`src/rtl/spi_port_pkg.sv`:
```
package spi_port_pkg;
  localparam int DATA_W = 8;
  localparam int RATE_W = 3;
  localparam int ADDR_W = 2;

  localparam logic [ADDR_W-1:0] ADDR_CTRL = 2'd0;
  localparam logic [ADDR_W-1:0] ADDR_STAT = 2'd1;
  localparam logic [ADDR_W-1:0] ADDR_DATA = 2'd2;

  // mode register image, bit 6 down to bit 0
  typedef struct packed {
    logic       rate_hi;
    logic       ss_ign;
    logic       master;
    logic       pol;
    logic       pha;
    logic [1:0] rate_lo;
  } ctrl_t;
endpackage

```
`src/rtl/spi_port_regs.sv`:
```
module spi_port_regs
  import spi_port_pkg::*;
#(
  parameter int DW = DATA_W
) (
  input  logic              clk_i,
  input  logic              rst_ni,
  input  logic              wr_i,
  input  logic              rd_i,
  input  logic [ADDR_W-1:0] addr_i,
  input  logic [DW-1:0]     wdata_i,
  input  logic [DW-1:0]     rx_data_i,
  input  logic              done_i,
  output ctrl_t             ctrl_o,
  output logic              data_wr_o,
  output logic [DW-1:0]     rdata_o
);
  localparam int CTRL_W = $bits(ctrl_t);

  ctrl_t ctrl_q;
  logic  flag_q, armed_q;
  logic  data_acc, stat_rd;

  assign data_acc  = (wr_i || rd_i) && (addr_i == ADDR_DATA);
  assign data_wr_o = wr_i && (addr_i == ADDR_DATA);
  assign stat_rd   = rd_i && (addr_i == ADDR_STAT);
  assign ctrl_o    = ctrl_q;

  always_ff @(posedge clk_i or negedge rst_ni) begin
    if (!rst_ni) begin
      ctrl_q <= '0;
    end else if (wr_i && addr_i == ADDR_CTRL) begin
      ctrl_q <= ctrl_t'(wdata_i[CTRL_W-1:0]);
    end
  end

  // two-step clear: status read seeing the flag arms, data access clears
  always_ff @(posedge clk_i or negedge rst_ni) begin
    if (!rst_ni) begin
      flag_q  <= 1'b0;
      armed_q <= 1'b0;
    end else if (done_i) begin
      flag_q  <= 1'b1;
      armed_q <= 1'b0;
    end else if (data_acc && armed_q) begin
      flag_q  <= 1'b0;
      armed_q <= 1'b0;
    end else if (stat_rd && flag_q) begin
      armed_q <= 1'b1;
    end
  end

  always_comb begin
    unique case (addr_i)
      ADDR_CTRL: rdata_o = {{(DW-CTRL_W){1'b0}}, ctrl_q};
      ADDR_STAT: rdata_o = {flag_q, {(DW-1){1'b0}}};
      ADDR_DATA: rdata_o = rx_data_i;
      default:   rdata_o = '0;
    endcase
  end

  assert_flag_set_R7: assert property (@(posedge clk_i) disable iff (!rst_ni)
    done_i |=> flag_q);

  assert_flag_clear_R8: assert property (@(posedge clk_i) disable iff (!rst_ni)
    $fell(flag_q) |-> $past(data_acc && armed_q));
endmodule

```
`src/rtl/spi_port_clkgen.sv`:
```
module spi_port_clkgen
  import spi_port_pkg::*;
#(
  parameter int RW = RATE_W
) (
  input  logic          clk_i,
  input  logic          rst_ni,
  input  logic          run_i,
  input  logic [RW-1:0] code_i,
  input  logic          pol_i,
  output logic          sck_o,
  output logic          tick_o
);
  localparam int MAX_CODE = (1 << RW) - 2;
  localparam int HALF_W   = MAX_CODE + 1;

  logic [RW-1:0]     eff_code;
  logic [HALF_W-1:0] half_m1, cnt_q;
  logic              sck_q;

  assign eff_code = (code_i > RW'(MAX_CODE)) ? RW'(MAX_CODE) : code_i;
  assign half_m1  = (HALF_W'(1) << eff_code) - HALF_W'(1);
  assign tick_o   = run_i && (cnt_q == half_m1);
  assign sck_o    = sck_q;

  always_ff @(posedge clk_i or negedge rst_ni) begin
    if (!rst_ni) begin
      cnt_q <= '0;
      sck_q <= 1'b0;
    end else if (!run_i) begin
      cnt_q <= '0;
      sck_q <= pol_i;
    end else if (tick_o) begin
      cnt_q <= '0;
      sck_q <= ~sck_q;
    end else begin
      cnt_q <= cnt_q + HALF_W'(1);
    end
  end

  assert_sck_idle_R4: assert property (@(posedge clk_i) disable iff (!rst_ni)
    !run_i |=> (sck_q == $past(pol_i)));
endmodule

```
`src/rtl/spi_port_shifter.sv`:
```
module spi_port_shifter
  import spi_port_pkg::*;
#(
  parameter int DW          = DATA_W,
  parameter int SYNC_STAGES = 2
) (
  input  logic          clk_i,
  input  logic          rst_ni,
  input  logic          master_i,
  input  logic          pha_i,
  input  logic          pol_i,
  input  logic          ss_ign_i,
  input  logic          load_i,
  input  logic [DW-1:0] load_data_i,
  input  logic          m_tick_i,
  input  logic          m_sck_i,
  input  logic          sck_i,
  input  logic          ss_ni,
  input  logic          sdi_i,
  output logic [DW-1:0] shreg_o,
  output logic          sdo_o,
  output logic          busy_o,
  output logic          done_o
);
  localparam int CNT_W = $clog2(DW);
  localparam logic [CNT_W-1:0] LAST_BIT = CNT_W'(DW - 1);

  logic [SYNC_STAGES-1:0][2:0] sync_q;
  logic [DW-1:0]    sh_q;
  logic [CNT_W-1:0] cnt_q;
  logic samp_q, out_q, busy_q, s_sck_q;
  logic sck_s, ss_s, sdi_s, ss_in_use, sel;
  logic s_edge, m_edge, ev_edge, ev_lead, trail, din, abort, load_ok;

  always_ff @(posedge clk_i or negedge rst_ni) begin
    if (!rst_ni) sync_q <= {SYNC_STAGES{3'b010}};
    else         sync_q <= {sync_q[SYNC_STAGES-2:0], {sck_i, ss_ni, sdi_i}};
  end

  assign {sck_s, ss_s, sdi_s} = sync_q[SYNC_STAGES-1];

  // select-ignore only counts in phase mode 1
  assign ss_in_use = !(ss_ign_i && pha_i);
  assign sel       = !ss_s || !ss_in_use;
  assign s_edge    = !master_i && sel && (sck_s != s_sck_q);
  assign m_edge    = master_i && busy_q && m_tick_i;
  assign ev_edge   = s_edge || m_edge;
  assign ev_lead   = master_i ? (m_sck_i == pol_i) : (s_sck_q == pol_i);
  assign din       = master_i ? sdi_i : sdi_s;
  assign trail     = ev_edge && !ev_lead;
  assign done_o    = trail && (cnt_q == LAST_BIT);
  assign abort     = !master_i && ss_in_use && ss_s && (cnt_q != '0);
  assign load_ok   = load_i && !(master_i && busy_q);

  always_ff @(posedge clk_i or negedge rst_ni) begin
    if (!rst_ni) begin
      sh_q    <= '0;
      cnt_q   <= '0;
      samp_q  <= 1'b0;
      out_q   <= 1'b0;
      busy_q  <= 1'b0;
      s_sck_q <= 1'b0;
    end else begin
      s_sck_q <= sck_s;
      if (load_ok) begin
        sh_q   <= load_data_i;
        out_q  <= load_data_i[DW-1];
        cnt_q  <= '0;
        busy_q <= master_i;
      end else if (abort) begin
        cnt_q <= '0;
      end else if (ev_edge) begin
        if (ev_lead) begin
          samp_q <= din;
          out_q  <= sh_q[DW-1];
        end else begin
          sh_q  <= {sh_q[DW-2:0], pha_i ? din : samp_q};
          cnt_q <= cnt_q + CNT_W'(1);
          if (done_o) busy_q <= 1'b0;
        end
      end
    end
  end

  assign sdo_o   = pha_i ? out_q : sh_q[DW-1];
  assign shreg_o = sh_q;
  assign busy_o  = busy_q;

  assert_busy_start_R2: assert property (@(posedge clk_i) disable iff (!rst_ni)
    $rose(busy_q) |-> $past(load_i && master_i));

  assert_abort_no_flag_R12: assert property (@(posedge clk_i) disable iff (!rst_ni)
    (!master_i && ss_in_use && ss_s) |-> !done_o);

  assert_master_done_R6: assert property (@(posedge clk_i) disable iff (!rst_ni)
    (done_o && master_i) |-> busy_q);
endmodule

```
`src/rtl/spi_port.sv`:
```
module spi_port
  import spi_port_pkg::*;
#(
  parameter int SYNC_STAGES = 2
) (
  input  logic              clk_i,
  input  logic              rst_ni,
  input  logic              reg_wr_i,
  input  logic              reg_rd_i,
  input  logic [ADDR_W-1:0] reg_addr_i,
  input  logic [DATA_W-1:0] reg_wdata_i,
  output logic [DATA_W-1:0] reg_rdata_o,
  output logic              sck_o,
  input  logic              sck_i,
  input  logic              ss_ni,
  input  logic              sdi_i,
  output logic              sdo_o
);
  ctrl_t             ctrl;
  logic              data_wr, done, busy, tick, m_sck;
  logic [DATA_W-1:0] shreg;

  spi_port_regs #(.DW(DATA_W)) u_regs (
    .clk_i     (clk_i),
    .rst_ni    (rst_ni),
    .wr_i      (reg_wr_i),
    .rd_i      (reg_rd_i),
    .addr_i    (reg_addr_i),
    .wdata_i   (reg_wdata_i),
    .rx_data_i (shreg),
    .done_i    (done),
    .ctrl_o    (ctrl),
    .data_wr_o (data_wr),
    .rdata_o   (reg_rdata_o)
  );

  spi_port_clkgen #(.RW(RATE_W)) u_clkgen (
    .clk_i  (clk_i),
    .rst_ni (rst_ni),
    .run_i  (busy),
    .code_i ({ctrl.rate_hi, ctrl.rate_lo}),
    .pol_i  (ctrl.pol),
    .sck_o  (m_sck),
    .tick_o (tick)
  );

  spi_port_shifter #(.DW(DATA_W), .SYNC_STAGES(SYNC_STAGES)) u_shifter (
    .clk_i       (clk_i),
    .rst_ni      (rst_ni),
    .master_i    (ctrl.master),
    .pha_i       (ctrl.pha),
    .pol_i       (ctrl.pol),
    .ss_ign_i    (ctrl.ss_ign),
    .load_i      (data_wr),
    .load_data_i (reg_wdata_i),
    .m_tick_i    (tick),
    .m_sck_i     (m_sck),
    .sck_i       (sck_i),
    .ss_ni       (ss_ni),
    .sdi_i       (sdi_i),
    .shreg_o     (shreg),
    .sdo_o       (sdo_o),
    .busy_o      (busy),
    .done_o      (done)
  );

  assign sck_o = m_sck;
endmodule

```
`config.mk`:
```
export PLATFORM = sky130hd
export DESIGN_NAME = spi_port
export DESIGN_NICKNAME = d
export VERILOG_FILES = /design/src/rtl/spi_port_pkg.sv /design/src/rtl/spi_port_regs.sv /design/src/rtl/spi_port_clkgen.sv /design/src/rtl/spi_port_shifter.sv /design/src/rtl/spi_port.sv
export SDC_FILE = /design/constraint.sdc
export NUM_CORES = 1
export LEC_CHECK = 0
export BUFFER_PORTS_ARGS = -buffer_cell sky130_fd_sc_hd__buf_2
export CORE_ASPECT_RATIO = 0.9
export CORE_MARGIN = 8
export CORE_UTILIZATION = 57
export CTS_CLUSTER_SIZE = 8
export DETAILED_ROUTE_END_ITERATION = 10
export PLACE_DENSITY = 0.75
export SLEW_MARGIN = 20
export SYNTH_ARGS = -nofsm -noshare
export SYNTH_HDL_FRONTEND = slang
export SYNTH_SLANG_ARGS = --single-unit
```
`constraint.sdc`:
```
create_clock -name clk_i -period 2.9 [get_ports clk_i]
set_input_delay 0.435 -clock clk_i [delete_from_list [all_inputs] [get_ports clk_i]]
set_output_delay 0.435 -clock clk_i [all_outputs]
set_load 0.02 [all_outputs]
```
==> summary.md <==
| Metric | Value |
|---|---|
| Status | `complete, no violations` |
| Post-synth EDFFs | `0` |
| DR iter-0 viols | `91` |
| Synth Cell Area | `0.00201 sq mm` |
| Clk pwr share | `21.7%` |
| Antenna cells | `0` |
| Startpoint type of the worst setup path | `register` |
| Drt wl/cell | `around 16 um` |
| XOR/XNOR Fraction of Synth Area | `3.49%` |
| Async S/R FF share, synth | `between 90% and 100%` |
| Synth warn | `0` |
| Peak per-stage delay on the critical path | `0.65 ns` |
| Critical Path Slowest Stage Cell | `or4_1` |
| Highest Clock Rate | `approximately 380 MHz` |
| Crit end category | `register` |
| Core region area | `0.00338 sq mm` |
| Synth Flop Type | `dfrtp_1` |
| Largest net degree at the start of global routing | `39` |
| Via density | `5.93` |
| Worst-margin pin slew | `0.815 ns` |
| Detailed Route WL | `4.40 mm` |
| PortBufs | `26` |
| RSZ-0062 raised after global routing | `false` |
| Maxcap violations | `0` |
| Comb pwr share | `31.4%` |
| WS Path Type | `reg2reg` |
| Setup TNS | `0 ns` |
| PnR worst setup slack | `0.247 ns` |
| Sequential area share after synthesis | `47.5%` |
| Post-Place Worst Slack | `0.248 ns` |
| CP Cell Sequence | `and2b_1 > a31o_2 > or4_1 > or4_1 > a221o_1` |
| Total track usage | `16.6%` |
| Yosys cell types | `between 40 and 50` |
| CTS resizes | `0` |
| Clock slew at reported path FFs | `0.08 ns` |
| Mean post-synth cell area | `10.1 sq um` |
| Worst-path fanout max | `12` |
| Post-synthesis cell count | `198` |
| Routability Congestion | `between 0.9 and 1` |
| Endpoints failing setup | `0` |
| CTS buffer count | `5` |
| Synth Area in Adders | `2.49%` |
| Period utilization | `91.5%` |
| Max-slew violations | `0` |
| DR DRC count | `0` |
| Clock latency on the worst-skew pair | `0.30 ns` |
| Mux contribution to synthesized area | `9.91%` |
| Area of the die | `0.00568 sq mm` |
| First-pass GRT wire length | `7.45 mm` |
| Layout Skew | `about 0.0084 ns` |
| Slew margin rel. | `45.2%` |
| Sequential group share of total power | `46.9%` |
| Max VDD drop | `about 0.40 mV` |
| Clock Path Buffers | `2` |
| Synth Area in Simple Gates | `17.1%` |
| Root buffer cell | `clkbuf_8` |
| LEAKAGE | `0.00102 uW` |
| Initial antenna violation count | `0` |
| CTS tree | `done` |
| Compound-Gate Fraction of Synth Area | `14.1%` |
| Crit path top cell by count | `or4_1` |
| DRT Pass-1 Iters | `4` |
| Routed Antenna Nets | `0` |
| Final hold vios | `0` |
| Worst EP required | `3.08 ns` |
| Main combinational cell family by area after synthesis | `simple AND/OR/NAND/NOR gates` |
| Clk sinks | `38` |
| Share of cells above drive strength 1 | `24.2%` |
| I/O Pins | `27` |
| Post-Syn Nets | `~220` |
| CTS H-Tree Depth | `2` |
| Power per cell area | `around 780 mW/mm^2` |
| Chip width | `78.6 um` |
| Switching share of total power | `37.4%` |
| Cts hold-fix bufs | `0` |
| Internal power | `between 1000 and 1500 uW` |
| Die H | `72.3 um` |
| Row count | `20` |
| Sw Pwr | `652 uW` |
| Number of global-route vias before repair | `around 1600` |
| Nets | `243` |
| Post-CTS setup buffer count | `0` |
| CP Data Arrival Time | `2.84 ns` |
| Detailed Place HPWL | `3.28 mm` |
| Initial core utilization | `59.4%` |
| Layout area overhead | `11.5%` |
| Yosys reg bits | `38` |
| HP Class | `in2async` |
| DR vias | `1583` |
| Min Tclk post-route | `approximately 2.7 ns` |
| Gr ovfl total | `0` |
-- stage by stage --
stage	hold WS [ns]	instances	area, sq um	utilization, %	total power [uW]
6_report	0.228	267	2240	66.3	1740
3_5_place_dp	0.340	259	2150	63.6	1370
2_1_floorplan	0.139	198	2010	-	1200
4_1_cts	0.231	267	2240	66.3	1740
3_3_place_gp	0.336	259	2150	63.6	1330
5_1_grt	0.221	267	2240	66.3	1860
-- final cells by class --
cell class,count,area [sq um]
clock buffer,7,86.3
multi-input combinational,135,945
timing repair buffer,27,138
fill,287,1140
clock inverter,1,5.00
inverter,15,56.3
tap,44,55.1
sequential,38,953
-- critical path: cells and delay by family, from the launching register on --
kind             cells  cell delay (ns)
flip-flops           1             0.56
AND/OR/NAND/NOR      3             1.43
AO/OA/AOI/OAI        2             0.56
-- path summary, 6_finish.rpt --
check	startpoint	depth (start not counted)	end	slack, ns
min in group clk_i	ss_ni	1	u_shifter.sync_q[1]	0.23
max in group asynchronous	rst_ni	1	u_regs.ctrl_o[1]	2.15
worst max register to register	u_regs.ctrl_o[6]	5	u_shifter.out_q	0.25
worst min-delay path	rst_ni	1	u_shifter.cnt_q[0]	0.23
worst min register to register	u_shifter.sync_q[0]	0	u_shifter.sdi_s	0.35
worst max-delay path	u_regs.ctrl_o[6]	5	u_shifter.out_q	0.25
-- power by group through the flow --
stage | clock, uW | sequential [uW] | combinational (uW)
detailed placement | 0 | 822 | 547
global route | 400 | 835 | 623
finish | 379 | 817 | 548
CTS | 379 | 813 | 551
global placement | 0 | 809 | 524
floorplan | 0 | 766 | 437
-- cell families (layout without fill, tap and decap cells) --
kind of cell | count (synthesis) | in the layout
AOI/OAI and AO/OA | 37 | 37
xor gates and xnor gates | 8 | 8
adders and majority gates | 4 | 4
buffers and inverters | 25 | 50
DFF | 38 | 38
muxes | 19 | 19
and+or+nand+nor | 67 | 67
-- cells in the final DEF, fill, tap and decap left out, types with 2 or more instances in the layout --
master	Yosys	layout
dfrtp_1	36	36
buf_2	1	26
nand2_1	20	20
nor2_1	18	18
inv_1	15	15
mux2i_1	12	12
o221ai_1	8	8
mux2_2	7	7
clkbuf_8	0	6
nand3_1	5	5
xor2_1	4	4
xnor2_1	4	4
or3b_2	4	4
a21oi_1	4	4
o21ai_0	4	4
ha_1	4	4
nor3_1	3	3
nor2b_1	2	2
a211oi_1	2	2
a31o_2	2	2
nand2b_1	2	2
or4_1	2	2
and3_1	2	2
nand3b_1	2	2
and2_1	2	2
a31oi_1	2	2
dfstp_2	2	2
-- layer usage --
layer	vias to the layer above	part of all wire, %	wire, um	GRT usage (%)
li1	745	-	-	-
met1	792	45	2000	19.8
met2	37	48	2110	27.4
met3	9	5.0	222	5.06
met4	0	1.6	69	6.57
met5	-	0	0	0
-- synth_stat cells (all sizes together) (2+ instances only) --
master	instances	share of area (%)
dfrtp	36	45
nand2	20	3.7
nor2	18	3.4
inv	15	2.8
mux2i	12	6.0
o221ai	8	3.5
clkbuf	7	1.3
mux2	7	3.9
nand3	5	1.2
o21ai	5	1.2
a21oi	4	1.0
ha	4	2.5
or3b	4	1.7
xnor2	4	1.7
xor2	4	1.7
buf	3	1.4
nor3	3	0.75
a211oi	2	0.75
a31o	2	0.87
a31oi	2	0.62
and2	2	0.62
and3	2	0.62
dfstp	2	2.6
nand2b	2	0.62
nand3b	2	0.75
nor2b	2	0.62
o31a	2	0.93
o31ai	2	1.0
or4	2	0.75
-- state kept, by name, indices dropped and copies added (netlist names) --
| name | count |
|---|---|
| u_clkgen.cnt_q | 7 |
| u_clkgen.sck_o | 1 |
| u_regs.armed_q | 1 |
| u_regs.ctrl_o | 7 |
| u_regs.flag_q | 1 |
| u_shifter.busy_o | 1 |
| u_shifter.cnt_q | 3 |
| u_shifter.out_q | 1 |
| u_shifter.s_sck_q | 1 |
| u_shifter.samp_q | 1 |
| u_shifter.sck_s | 1 |
| u_shifter.sdi_s | 1 |
| u_shifter.shreg_o | 8 |
| u_shifter.ss_s | 1 |
| u_shifter.sync_q | 3 |
No activity file was read; power rests on OpenSTA's default activity.
